$ cat config.mk
export PLATFORM = sky130hd
export DESIGN_NAME = useq_top
export DESIGN_NICKNAME = d
export VERILOG_FILES = /design/src/rtl/useq_pkg.sv /design/src/rtl/useq_or_lane.sv /design/src/rtl/useq_modifier.sv /design/src/rtl/useq_upc_reg.sv /design/src/rtl/useq_top.sv
export SDC_FILE = /design/constraint.sdc
export NUM_CORES = 1
export LEC_CHECK = 0
export BUFFER_PORTS_ARGS = -buffer_cell sky130_fd_sc_hd__buf_2
export CORE_MARGIN = 2
export CORE_UTILIZATION = 52
export CTS_BUF_LIST = sky130_fd_sc_hd__clkbuf_2 sky130_fd_sc_hd__clkbuf_4 sky130_fd_sc_hd__clkbuf_8
export DETAILED_ROUTE_END_ITERATION = 12
export PLACE_DENSITY = 0.95
export SLEW_MARGIN = 20
export SYNTH_ARGS = -nofsm -noshare
export SYNTH_HDL_FRONTEND = slang
export SYNTH_HIERARCHICAL = 1
export SYNTH_SLANG_ARGS = --single-unit
$ cat constraint.sdc
create_clock -name clk -period 1.9 [get_ports clk]
set_clock_uncertainty 0.05 [all_clocks]
set_input_delay 0.19 -clock clk [delete_from_list [all_inputs] [get_ports clk]]
set_output_delay 0.19 -clock clk [all_outputs]
set_load 0.05 [all_outputs]
$ cat src/rtl/useq_pkg.sv
package useq_pkg;
  // Number of OR lanes and OR-enable fields
  localparam int NLANE = 4;
  localparam int NFLD  = 3;

  // Lane table: IR source bit, address target bit, controlling field
  function automatic int lane_src(input int i);
    case (i)
      0: return 10;
      1: return 9;
      default: return 8;
    endcase
  endfunction

  function automatic int lane_dst(input int i);
    case (i)
      0: return 5;
      1: return 4;
      2: return 3;
      default: return 0;
    endcase
  endfunction

  function automatic int lane_fld(input int i);
    case (i)
      0, 1: return 0;
      2: return 1;
      default: return 2;
    endcase
  endfunction

  // Mask of all address bits any lane may set
  function automatic logic [31:0] touch_mask();
    logic [31:0] m;
    m = '0;
    for (int i = 0; i < NLANE; i++) m[lane_dst(i)] = 1'b1;
    return m;
  endfunction
endpackage

$ cat src/rtl/useq_or_lane.sv
module useq_or_lane #(
  parameter int AW  = 8,
  parameter int IRW = 16,
  parameter int SRC = 8,
  parameter int DST = 0
) (
  input  logic           en,
  input  logic [IRW-1:0] ir,
  output logic [AW-1:0]  contrib
);
  localparam logic [AW-1:0] BIT = AW'(1) << DST;

  always_comb begin
    contrib = (en && ir[SRC]) ? BIT : '0;
  end
endmodule

$ cat src/rtl/useq_modifier.sv
module useq_modifier
  import useq_pkg::*;
#(
  parameter int AW  = 8,
  parameter int IRW = 16
) (
  input  logic [AW-1:0]   base_addr,
  input  logic [NFLD-1:0] or_en,
  input  logic [IRW-1:0]  ir,
  output logic [AW-1:0]   mod_addr
);
  logic [AW-1:0] lane_c [NLANE];

  for (genvar g = 0; g < NLANE; g++) begin : g_lane
    useq_or_lane #(
      .AW (AW),
      .IRW(IRW),
      .SRC(lane_src(g)),
      .DST(lane_dst(g))
    ) u_lane (
      .en     (or_en[lane_fld(g)]),
      .ir     (ir),
      .contrib(lane_c[g])
    );
  end

  always_comb begin
    mod_addr = base_addr;
    for (int i = 0; i < NLANE; i++) mod_addr = mod_addr | lane_c[i];
  end
endmodule

$ cat src/rtl/useq_upc_reg.sv
module useq_upc_reg #(
  parameter int AW = 8
) (
  input  logic          clk,
  input  logic          rst_n,
  input  logic          step,
  input  logic          load,
  input  logic [AW-1:0] load_addr,
  output logic [AW-1:0] upc
);
  always_ff @(posedge clk) begin
    if (!rst_n)    upc <= '0;
    else if (step) upc <= load ? load_addr : upc + AW'(1);
  end

  // a non-load step advances by exactly one, wrapping
  a_r2_increment: assert property (@(posedge clk) disable iff (!rst_n)
    (step && !load) |=> (upc == $past(upc) + AW'(1)));

  // no step, no change
  a_r3_hold: assert property (@(posedge clk) disable iff (!rst_n)
    !step |=> $stable(upc));
endmodule

$ cat src/rtl/useq_top.sv
module useq_top
  import useq_pkg::*;
#(
  parameter int AW  = 8,
  parameter int IRW = 16
) (
  input  logic            clk,
  input  logic            rst_n,
  input  logic            step,
  input  logic            is_branch,
  input  logic [AW-1:0]   base_addr,
  input  logic [NFLD-1:0] or_en,
  input  logic [IRW-1:0]  ir,
  output logic [AW-1:0]   upc
);
  localparam logic [AW-1:0] TOUCH = AW'(touch_mask());

  logic [AW-1:0] mod_addr;

  useq_modifier #(.AW(AW), .IRW(IRW)) u_mod (
    .base_addr(base_addr),
    .or_en    (or_en),
    .ir       (ir),
    .mod_addr (mod_addr)
  );

  useq_upc_reg #(.AW(AW)) u_upc (
    .clk      (clk),
    .rst_n    (rst_n),
    .step     (step),
    .load     (is_branch),
    .load_addr(mod_addr),
    .upc      (upc)
  );

  // disabled fields pass the base through unchanged
  a_r4_plain_load: assert property (@(posedge clk) disable iff (!rst_n)
    (step && is_branch && (or_en == '0)) |=> (upc == $past(base_addr)));

  // ORing never clears a base bit
  a_r8_keep_base: assert property (@(posedge clk) disable iff (!rst_n)
    (step && is_branch) |=> ((upc & $past(base_addr)) == $past(base_addr)));

  // bits outside the lane targets never move away from the base
  a_r8_untouched: assert property (@(posedge clk) disable iff (!rst_n)
    (step && is_branch) |=> (((upc ^ $past(base_addr)) & ~TOUCH) == '0));
endmodule

==> results.md, run 1 <==
- Final Hold Vio Count: 0
- Post-synthesis cell count: 122
- Largest registers: u_upc/upc (8)
- Die Wd: 44.4 um
- Maximum capacitance violations: 0
- Pin count of the biggest net entering global routing: 19
- Routed wire per std cell: 11.0 um
- CTS buffer count: 3
- Top delay family on crit path: simple AND/OR/NAND/NOR gates
- Crit end category: flip-flop
- Register-to-Register Path Depth: 3
- Seq cells post-synth: 8
- Hpwl dp: 1.37 mm
- Nets: 177
- Post-route setup slack: 462 ps
- Switching Share: 37.6%
- Max reg flops: 8
- CTS tree: built
- Busiest grt layer: met2
- Die Area: 0.00197 mm2
- Total setup buffers inserted after CTS: 0
- Flop pwr share: 41.1%
- GRT Util Overall: 19.6%
- CP bufs+invs: 0
- Synth warnings: 6
- Crit path time final: 1440 ps
- DRT Pass-1 Iters: 4
- Fmax: 695 MHz
- Drt total wl: 1.75 mm
- Average cell area after synthesis: 6.96 um2
- Critical Path Source Type: flip-flop
- Clk sink count: 8
- Slowest stage delay, CP: 540 ps
- Most flop-heavy register: u_upc/upc
- Final ANT Viol Nets: 0
- CP max FO: 7
- Residual DRC count: 0
- Root Buffer: clkbuf_4
- Status: finished, final reports clean
- Crit-path cells: nand3_2 -> or4_1 -> a31oi_1
- Via Count: 798
- Crit path to: u_upc/upc[7]
- CP startpoint: u_upc/upc[2]
- Register area share after synthesis: 18.9%
- Worst Path Arrival: 1580 ps
- Yosys cell types: 32
- Port Buf Inserts: 25
- Die H: 44.4 um
- VDD IR max: 0.394 mV
- Critical setup path kind: reg -> reg
- Starting Density: 55.7%
- Comb pwr share: 31.0%
- Net Sw Power: 184 uW
- Initial antenna violation count: 0
- Synthesized area: 850 um2
- Setup Viol. Count Final: 0
- H-tree Lvls: 1
- DR iter-0 viols: 22
- GPL Wtd Cong: 0.776
- CP Data Required Time: 2040 ps
- Cts hold-fix bufs: 0
- # IOs: 39
- RSZ-0062 raised after global routing: no
- PostCTS Resize Cnt: 0
- Critical path's slowest cell: or4_1
- Design Power: 489 uW
- Clock transition at the registers of the reported paths: 60 ps
- Worst R2R Start: u_upc/upc[2]
- PwrDens: 554 mW/mm2
- R2R Setup Slk: 460 ps
- Leakage: 0.413 nW
- Rows: 14
- P_int: 305 uW
- Worst hold-check path type: in -> reg
- ANT cells: 0
- Worst-Skew Late Latency: 260 ps
- Met3 usage: 4.90%
- Post-placement cell count: 156
- Setup TNS: 0 ps
- Met1 usage in global routing: 17.4%
- Max-slew violation count: 0
- Reg-to-Reg End: u_upc/upc[7]
- Core Area: 0.00152 mm2
- Vias in the first global route: 698
- Area grow syn2layout: 3.83%
- Share of cells above drive strength 1: 23.1%
- Crit share post-route: 75.7%
- Final non-filler cell total: 159
- Total grt overflow: 0
- Setup WS pre-CTS: 516 ps
- Met2 global-route usage: 37.1%
- First-pass GRT wire length: 2.71 mm
- Critical Path Stages: 3
- Vias per std cell: 5.02
- Clock Power Share: 27.9%
- Clock Path Buffers: 2
-- area by class of cell --
| class | count | area, um2 |
|---|---|---|
| Fill cell | 155 | 642 |
| Multi-Input combinational cell | 103 | 539 |
| Sequential cell | 8 | 160 |
| Timing Repair Buffer | 25 | 125 |
| Clock buffer | 3 | 22.5 |
| Tap cell | 16 | 20.0 |
| Inverter | 4 | 15.0 |
-- cell families after synthesis --
| logic type | after synthesis | share of synthesized area [%] |
|---|---|---|
| AOI/OAI and AO/OA | 22 | 17.5 |
| adders and majority gates | 1 | 1.47 |
| buffers and inverters | 35 | 28.3 |
| DFF | 8 | 18.9 |
| muxes | 1 | 1.18 |
| other | 4 | 1.77 |
| and+or+nand+nor | 51 | 30.9 |
-- metal layers --
layer	part of all wire [%]	wire length, um
met3	7.9	139
met2	51	886
met4	3.7	65
met1	38	658
met5	0	0
-- cells in the mapped netlist --
cell type	instances	area, um2
and2_1	6	37.5
a21oi_1	3	15.0
nand3_1	2	10.0
nand2b_1	1	6.26
a31o_2	1	8.76
o31a_1	2	17.5
inv_1	4	15.0
nand4_1	1	6.26
nor3_1	8	40.0
o22ai_1	1	6.26
nor2_1	12	45.0
buf_4	28	210
mux2i_1	1	10.0
nor3b_1	1	7.51
conb_1	4	15.0
a311oi_1	2	17.5
nor2b_1	1	6.26
ha_1	1	12.5
o2bb2ai_1	1	8.76
nand2b_4	1	13.8
or4_1	1	7.51
o211ai_1	1	7.51
o21ai_0	5	25.0
and3_2	2	15.0
dfxtp_1	8	160
nand2_1	12	45.0
buf_2	3	15.0
a22oi_1	1	7.51
a31oi_1	2	12.5
a211oi_1	3	22.5
nand3_2	1	10.0
nor4_1	2	12.5
-- power groups by stage --
stage | combinational [mW] | sequential [mW] | clock (mW)
2_1_floorplan | 0.104 | 0.244 | 0
3_3_place_gp | 0.142 | 0.202 | 0
3_5_place_dp | 0.150 | 0.204 | 0
4_1_cts | 0.150 | 0.200 | 0.142
5_1_grt | 0.165 | 0.203 | 0.148
6_report | 0.152 | 0.201 | 0.136
-- how the worst min path moves through the flow --
stage	startpoint	to	slack, ps	cells after the start
3_5_place_dp	rst_n	u_upc/upc[5]	430	2
3_3_place_gp	rst_n	u_upc/upc[5]	420	2
6_report	rst_n	u_upc/upc[5]	150	2
4_1_cts	rst_n	u_upc/upc[5]	140	2
5_1_grt	rst_n	u_upc/upc[5]	150	2
2_1_floorplan	rst_n	u_upc/upc[5]	270	1
-- layout by cell type, fill, tap and decap left out, drive strengths merged, types with 2 or more instances in the layout --
cell	count
nor3	8
buf	25
and2	6
a21oi	3
inv	4
nand2	12
nand3	3
and3	2
clkbuf	3
dfxtp	8
conb	28
a311oi	2
nor2	12
nand2b	2
o21ai	5
o31a	2
a31oi	2
nor4	2
a211oi	3
-- stage by stage --
stage	instance area, um2	hold WS (ps)	util [%]
2_1_floorplan	940	268	-
6_report	882	150	57.9
3_3_place_gp	860	418	56.4
3_5_place_dp	860	426	56.4
5_1_grt	882	150	57.9
4_1_cts	882	140	57.9
-- worst register-to-register path: stages, from the launching register on --
cell	delay (ps)
dfxtp_1	440
nand3_2	160
or4_1	540
a31oi_1	170
Note: power is estimated with default switching activity, not from simulation.
==> inputs of run 2 (changes only) <==
- CORE_UTILIZATION: 52 -> 43
- PLACE_DENSITY: 0.95 -> 0.84
- clock period: 1.9 -> 1.28 ns (I/O delays scaled with it)
==> run 2 against run 1 <==
Routed wire length fell by 8.6%. Setup slack got worse by 420 ps. Core utilization fell by 7.4 points. Critical path type unchanged. Critical endpoint unchanged.
==> results.md, run 2 (synthesis gave the netlist of run 1 again) <==
- Worst Path Arrival: 1370 ps
- Clock transition at the registers of the reported paths: 60 ps
- GRT Util Overall: 15.3%
- Final Hold Vio Count: 0
- Crit share post-route: 96.9%
- Root Buffer: clkbuf_4
- Hold Crit Depth: 2
- Clk sink count: 8
- Total grt overflow: 0
- Max-slew violation count: 0
- Design Power: 762 uW
- Fmax: 807 MHz
- Core Area: 0.00190 mm2
- Share of cells above drive strength 1: 31.8%
- Die H: 48.5 um
- Die Wd: 48.5 um
- Vias in the first global route: 745
- DRT Pass-1 Iters: 4
- Critical Path Source Type: flip-flop
- RSZ-0062 raised after global routing: no
- R2R Setup Slk: 40 ps
- Clock Path Buffers: 2
- Starting Density: 44.7%
- Commonest non-fill, non-tap cell in the layout: conb_1
- Nets: 181
- CP Data Required Time: 1410 ps
- Port Buf Inserts: 25
- Post-placement cell count: 171
- Vias per std cell: 4.53
- Post-route setup slack: 40.2 ps
- Worst R2R Start: u_upc/upc[3]
- Most frequent cells in the layout: conb_1 (28), buf_2 (25), nor2_1 (12), nand2_1 (12), nor3_1 (8)
- Maximum capacitance violations: 0
- Register-to-Register Path Depth: 3
- Final non-filler cell total: 175
- Setup Viol. Count Final: 0
- Most flop-heavy register: u_upc/upc
- First-pass GRT wire length: 2.95 mm
- # IOs: 39
- H-tree Lvls: 1
- Leakage: 0.440 nW
- Cell Area, Placed: 925 um2
- Routed wire per std cell: 9.14 um
- Fin area: 961 um2
- CP startpoint: u_upc/upc[3]
- Top delay family on crit path: simple AND/OR/NAND/NOR gates
- Slowest stage delay, CP: 500 ps
- Critical path's slowest cell: or4_4
- Drt total wl: 1.60 mm
- Via Count: 793
- DR iter-0 viols: 18
- Largest registers: u_upc/upc (8)
- Worst-Skew Late Latency: 250 ps
- CTS buffer count: 3
- PwrDens: 793 mW/mm2
- Max reg flops: 8
- CP max FO: 6
- GPL Wtd Cong: 0.817
- Reg-to-Reg End: u_upc/upc[7]
- ANT cells: 0
- Area grow syn2layout: 13.1%
- Critical setup path kind: reg -> reg
- Total setup buffers inserted after CTS: 0
- Min-Delay Endpoint: u_upc/upc[6]
- Final ANT Viol Nets: 0
- Residual DRC count: 0
- Rows: 16
- Pin count of the biggest net entering global routing: 18
- Hold path startpoint: rst_n
- Crit-path cells: nand3_2 -> or4_4 -> a31oi_1
- CTS tree: built
- Fill count: 188
- Hpwl dp: 1.27 mm
- Initial antenna violation count: 0
- CP bufs+invs: 0
- Crit end category: flip-flop
- VDD IR max: 0.295 mV
- Die Area: 0.00235 mm2
- Worst hold-check path type: in -> reg
- Status: finished, final reports clean
- Setup WS pre-CTS: 19.1 ps
- Crit path time final: 1240 ps
[run 2: changes by cell type in the layout (fill, tap and decap cells not counted), sizes merged]
cell and delta:
clkbuf +1, buf +4
[run 2: what timing repair did]
action | CTS | global route
setup endpoints to repair | 0 | 4
resized for setup | 0 | 2
hold buffers | 0 | 0
[run 2: worst max-delay path by stage]
| stage | endpoint | slack, ps | depth (start not counted) |
|---|---|---|---|
| 6_report | u_upc/upc[7] | 40 | 3 |
| 5_1_grt | u_upc/upc[7] | 2 | 3 |
| 4_1_cts | u_upc/upc[4] | 7 | 4 |
| 3_5_place_dp | u_upc/upc[4] | 20 | 4 |
| 3_3_place_gp | u_upc/upc[4] | 30 | 4 |
| 2_1_floorplan | u_upc/upc[7] | -60 | 3 |
[run 2: layout make-up]
cell class	count	area (um2)	share of cell area [%]
clock buffer	4	30.0	3.12
inverter	4	15.0	1.56
multi-input combinational	103	546	56.8
sequential	8	181	18.9
tap	27	33.8	3.52
timing repair buffer	29	155	16.1
[run 2: per-stage QoR]
step                      setup TNS (ps)  utilization (%)  hold slack, ps
after floorplan                    -61.6                -             198
after global placement                 0             48.6             351
after detailed placement               0             48.6             349
after CTS                              0             50.2            87.8
after global routing                   0             50.5            88.2
final                                  0             50.5            92.8
[run 2: where the power goes]
part,switching [mW],leakage [nW],internal (mW)
Combinational,0.149,0.351,0.0838
Clock,0.0930,0.0184,0.141
Sequential,0.0270,0.0701,0.268
[run 2: worst reg2reg max path, delay by kind of cell (launching register included)]
kind | cells | cell delay, ps
AOI/OAI and AO/OA | 1 | 150
DFF | 1 | 370
and+or+nand+nor | 2 | 590
[run 2: layer usage]
metal	global-route usage (%)	share of wire [%]	up-vias
met2	28.2	50	44
met5	0	0	-
li1	-	-	414
met4	4.29	0	0
met3	3.70	9.4	0
met1	17.4	41	335
==> inputs of run 3 (changes only) <==
- PLACE_DENSITY: 0.84 -> 0.77
==> run 3 against run 2 <==
Register-to-register slack improved by 20 ps. Non-clock buffer count rose by 1. Hold slack got worse by 2.6 ps. Combinational power rose by 4%. Via count fell by 1.4%. First-iteration DRC count fell by 33%. Critical path type unchanged. Design area rose by 1.7%. Count of clock-buffer cells in the layout did not move. Clock power rose by 5%. Critical endpoint unchanged.
==> results.md, run 3 (synthesis gave the netlist of run 1 again) <==
- Root Buffer: clkbuf_4
- Post-placement cell count: 172
- Vias per std cell: 4.44
- Setup TNS: 0 ps
- Hold path startpoint: rst_n
- Min-Delay Endpoint: u_upc/upc[6]
- Fin util: 51.4%
- RSZ-0062 raised after global routing: no
- Die Area: 0.00235 mm2
- CP Data Required Time: 1420 ps
- # IOs: 39
- R2R Setup Slk: 60 ps
- PwrDens: 801 mW/mm2
- Setup Viol. Count Final: 0
- Switching Share: 36.5%
- Hold slack: 90.2 ps
- Register-to-Register Path Depth: 3
- ANT cells: 0
- DR iter-0 viols: 12
- Worst-Skew Late Latency: 260 ps
- Cell Area, Placed: 932 um2
- Residual DRC count: 0
- Critical setup path kind: reg -> reg
- First-pass GRT wire length: 3.18 mm
- Clock Path Buffers: 2
- VDD IR max: 0.299 mV
- Final non-filler cell total: 176
- Max-slew violation count: 0
- Max reg flops: 8
- Port Buf Inserts: 25
- Clock transition at the registers of the reported paths: 60 ps
- Die H: 48.5 um
- Cts hold-fix bufs: 0
- Worst R2R Start: u_upc/upc[3]
- Drt total wl: 1.77 mm
- Most flop-heavy register: u_upc/upc
- Routed wire per std cell: 10.1 um
- CP max FO: 6
- Share of cells above drive strength 1: 32.9%
- GPL Wtd Cong: 0.871
- GRT Util Overall: 16.7%
- Net Sw Power: 286 uW
- Starting Density: 44.7%
- CTS tree: built
- Clock Power Share: 31.4%
- Leakage: 0.444 nW
- H-tree Lvls: 1
- Worst Path Arrival: 1360 ps
- Area grow syn2layout: 15.0%
- Flop pwr share: 37.7%
- Design Power: 783 uW
- Worst hold-check path type: in -> reg
- Reg-to-Reg End: u_upc/upc[7]
- Rows: 16
- Vias in the first global route: 785
- Clk sink count: 8
- Largest registers: u_upc/upc (8)
- Crit path time final: 1220 ps
- Setup WS pre-CTS: -30.5 ps
- Crit end category: flip-flop
- Crit share post-route: 95.5%
- Core Area: 0.00190 mm2
- CTS buffer count: 3
- Nets: 182
- Total grt overflow: 0
- Fin area: 977 um2
- Hold Crit Depth: 2
- Comb pwr share: 31.0%
- Status: finished, final reports clean
- Final ANT Viol Nets: 0
- Final Hold Vio Count: 0
- Most frequent cells in the layout: conb_1 (28), buf_2 (25), nor2_1 (12), nand2_1 (12), nor3_1 (8)
- Maximum capacitance violations: 0
- P_int: 497 uW
- Die Wd: 48.5 um
- Pin count of the biggest net entering global routing: 18
- Hpwl dp: 1.33 mm
- Initial antenna violation count: 0
- Post-route setup slack: 57.0 ps
- Fmax: 818 MHz
- Commonest non-fill, non-tap cell in the layout: conb_1
- DRT Pass-1 Iters: 4
- Critical Path Source Type: flip-flop
- Via Count: 782
## run 3: cell count changes in the layout (fill, tap and decap cells not counted), sizes merged
cell / before / now
buf: 29 / 30
## run 3: how the worst max path moves through the flow
stage / depth (start not counted) / end / start
2_1_floorplan: 3 / u_upc/upc[7] / u_upc/upc[3]
3_3_place_gp: 4 / u_upc/upc[4] / u_upc/upc[0]
3_5_place_dp: 7 / u_upc/upc[5] / or_en[0]
4_1_cts: 3 / u_upc/upc[5] / u_upc/upc[4]
5_1_grt: 4 / u_upc/upc[6] / u_upc/upc[1]
6_report: 3 / u_upc/upc[7] / u_upc/upc[3]
## run 3: metal layers
| layer | track usage (%) | vias to the layer above | share of wire, % |
|---|---|---|---|
| met2 | 30.6 | 29 | 50 |
| met5 | 0 | - | 0 |
| li1 | - | 419 | - |
| met4 | 9.52 | 0 | 2.6 |
| met3 | 1.85 | 4 | 4.9 |
| met1 | 18.8 | 330 | 43 |
## run 3: repair_timing
| action | 4_1_cts | 5_1_grt |
|---|---|---|
| hold endpoints to repair | 0 | 0 |
| setup endpoints to repair | 0 | 4 |
| gates resized for setup | 0 | 3 |
| setup buffers | 0 | 0 |
## run 3: final cells by class
type,count,area [um2]
fillers,184,925
multi-input cells,103,554
flip-flops and latches,8,181
repair buffers,30,163
well taps,27,33.8
clock buffers,4,30.0
inverters,4,15.0
## run 3: worst max-delay path, stage by stage (launching register included)
cell and delay [ps]:
dfxtp_4 380, nand3_2 80, or4_1 500, a31oi_1 140
## run 3: power groups by stage
stage	registers, mW	logic (mW)	clock network [mW]
global placement	0.297	0.229	0
CTS	0.293	0.237	0.248
global route	0.298	0.269	0.260
floorplan	0.363	0.155	0
detailed placement	0.299	0.235	0
finish	0.295	0.243	0.246
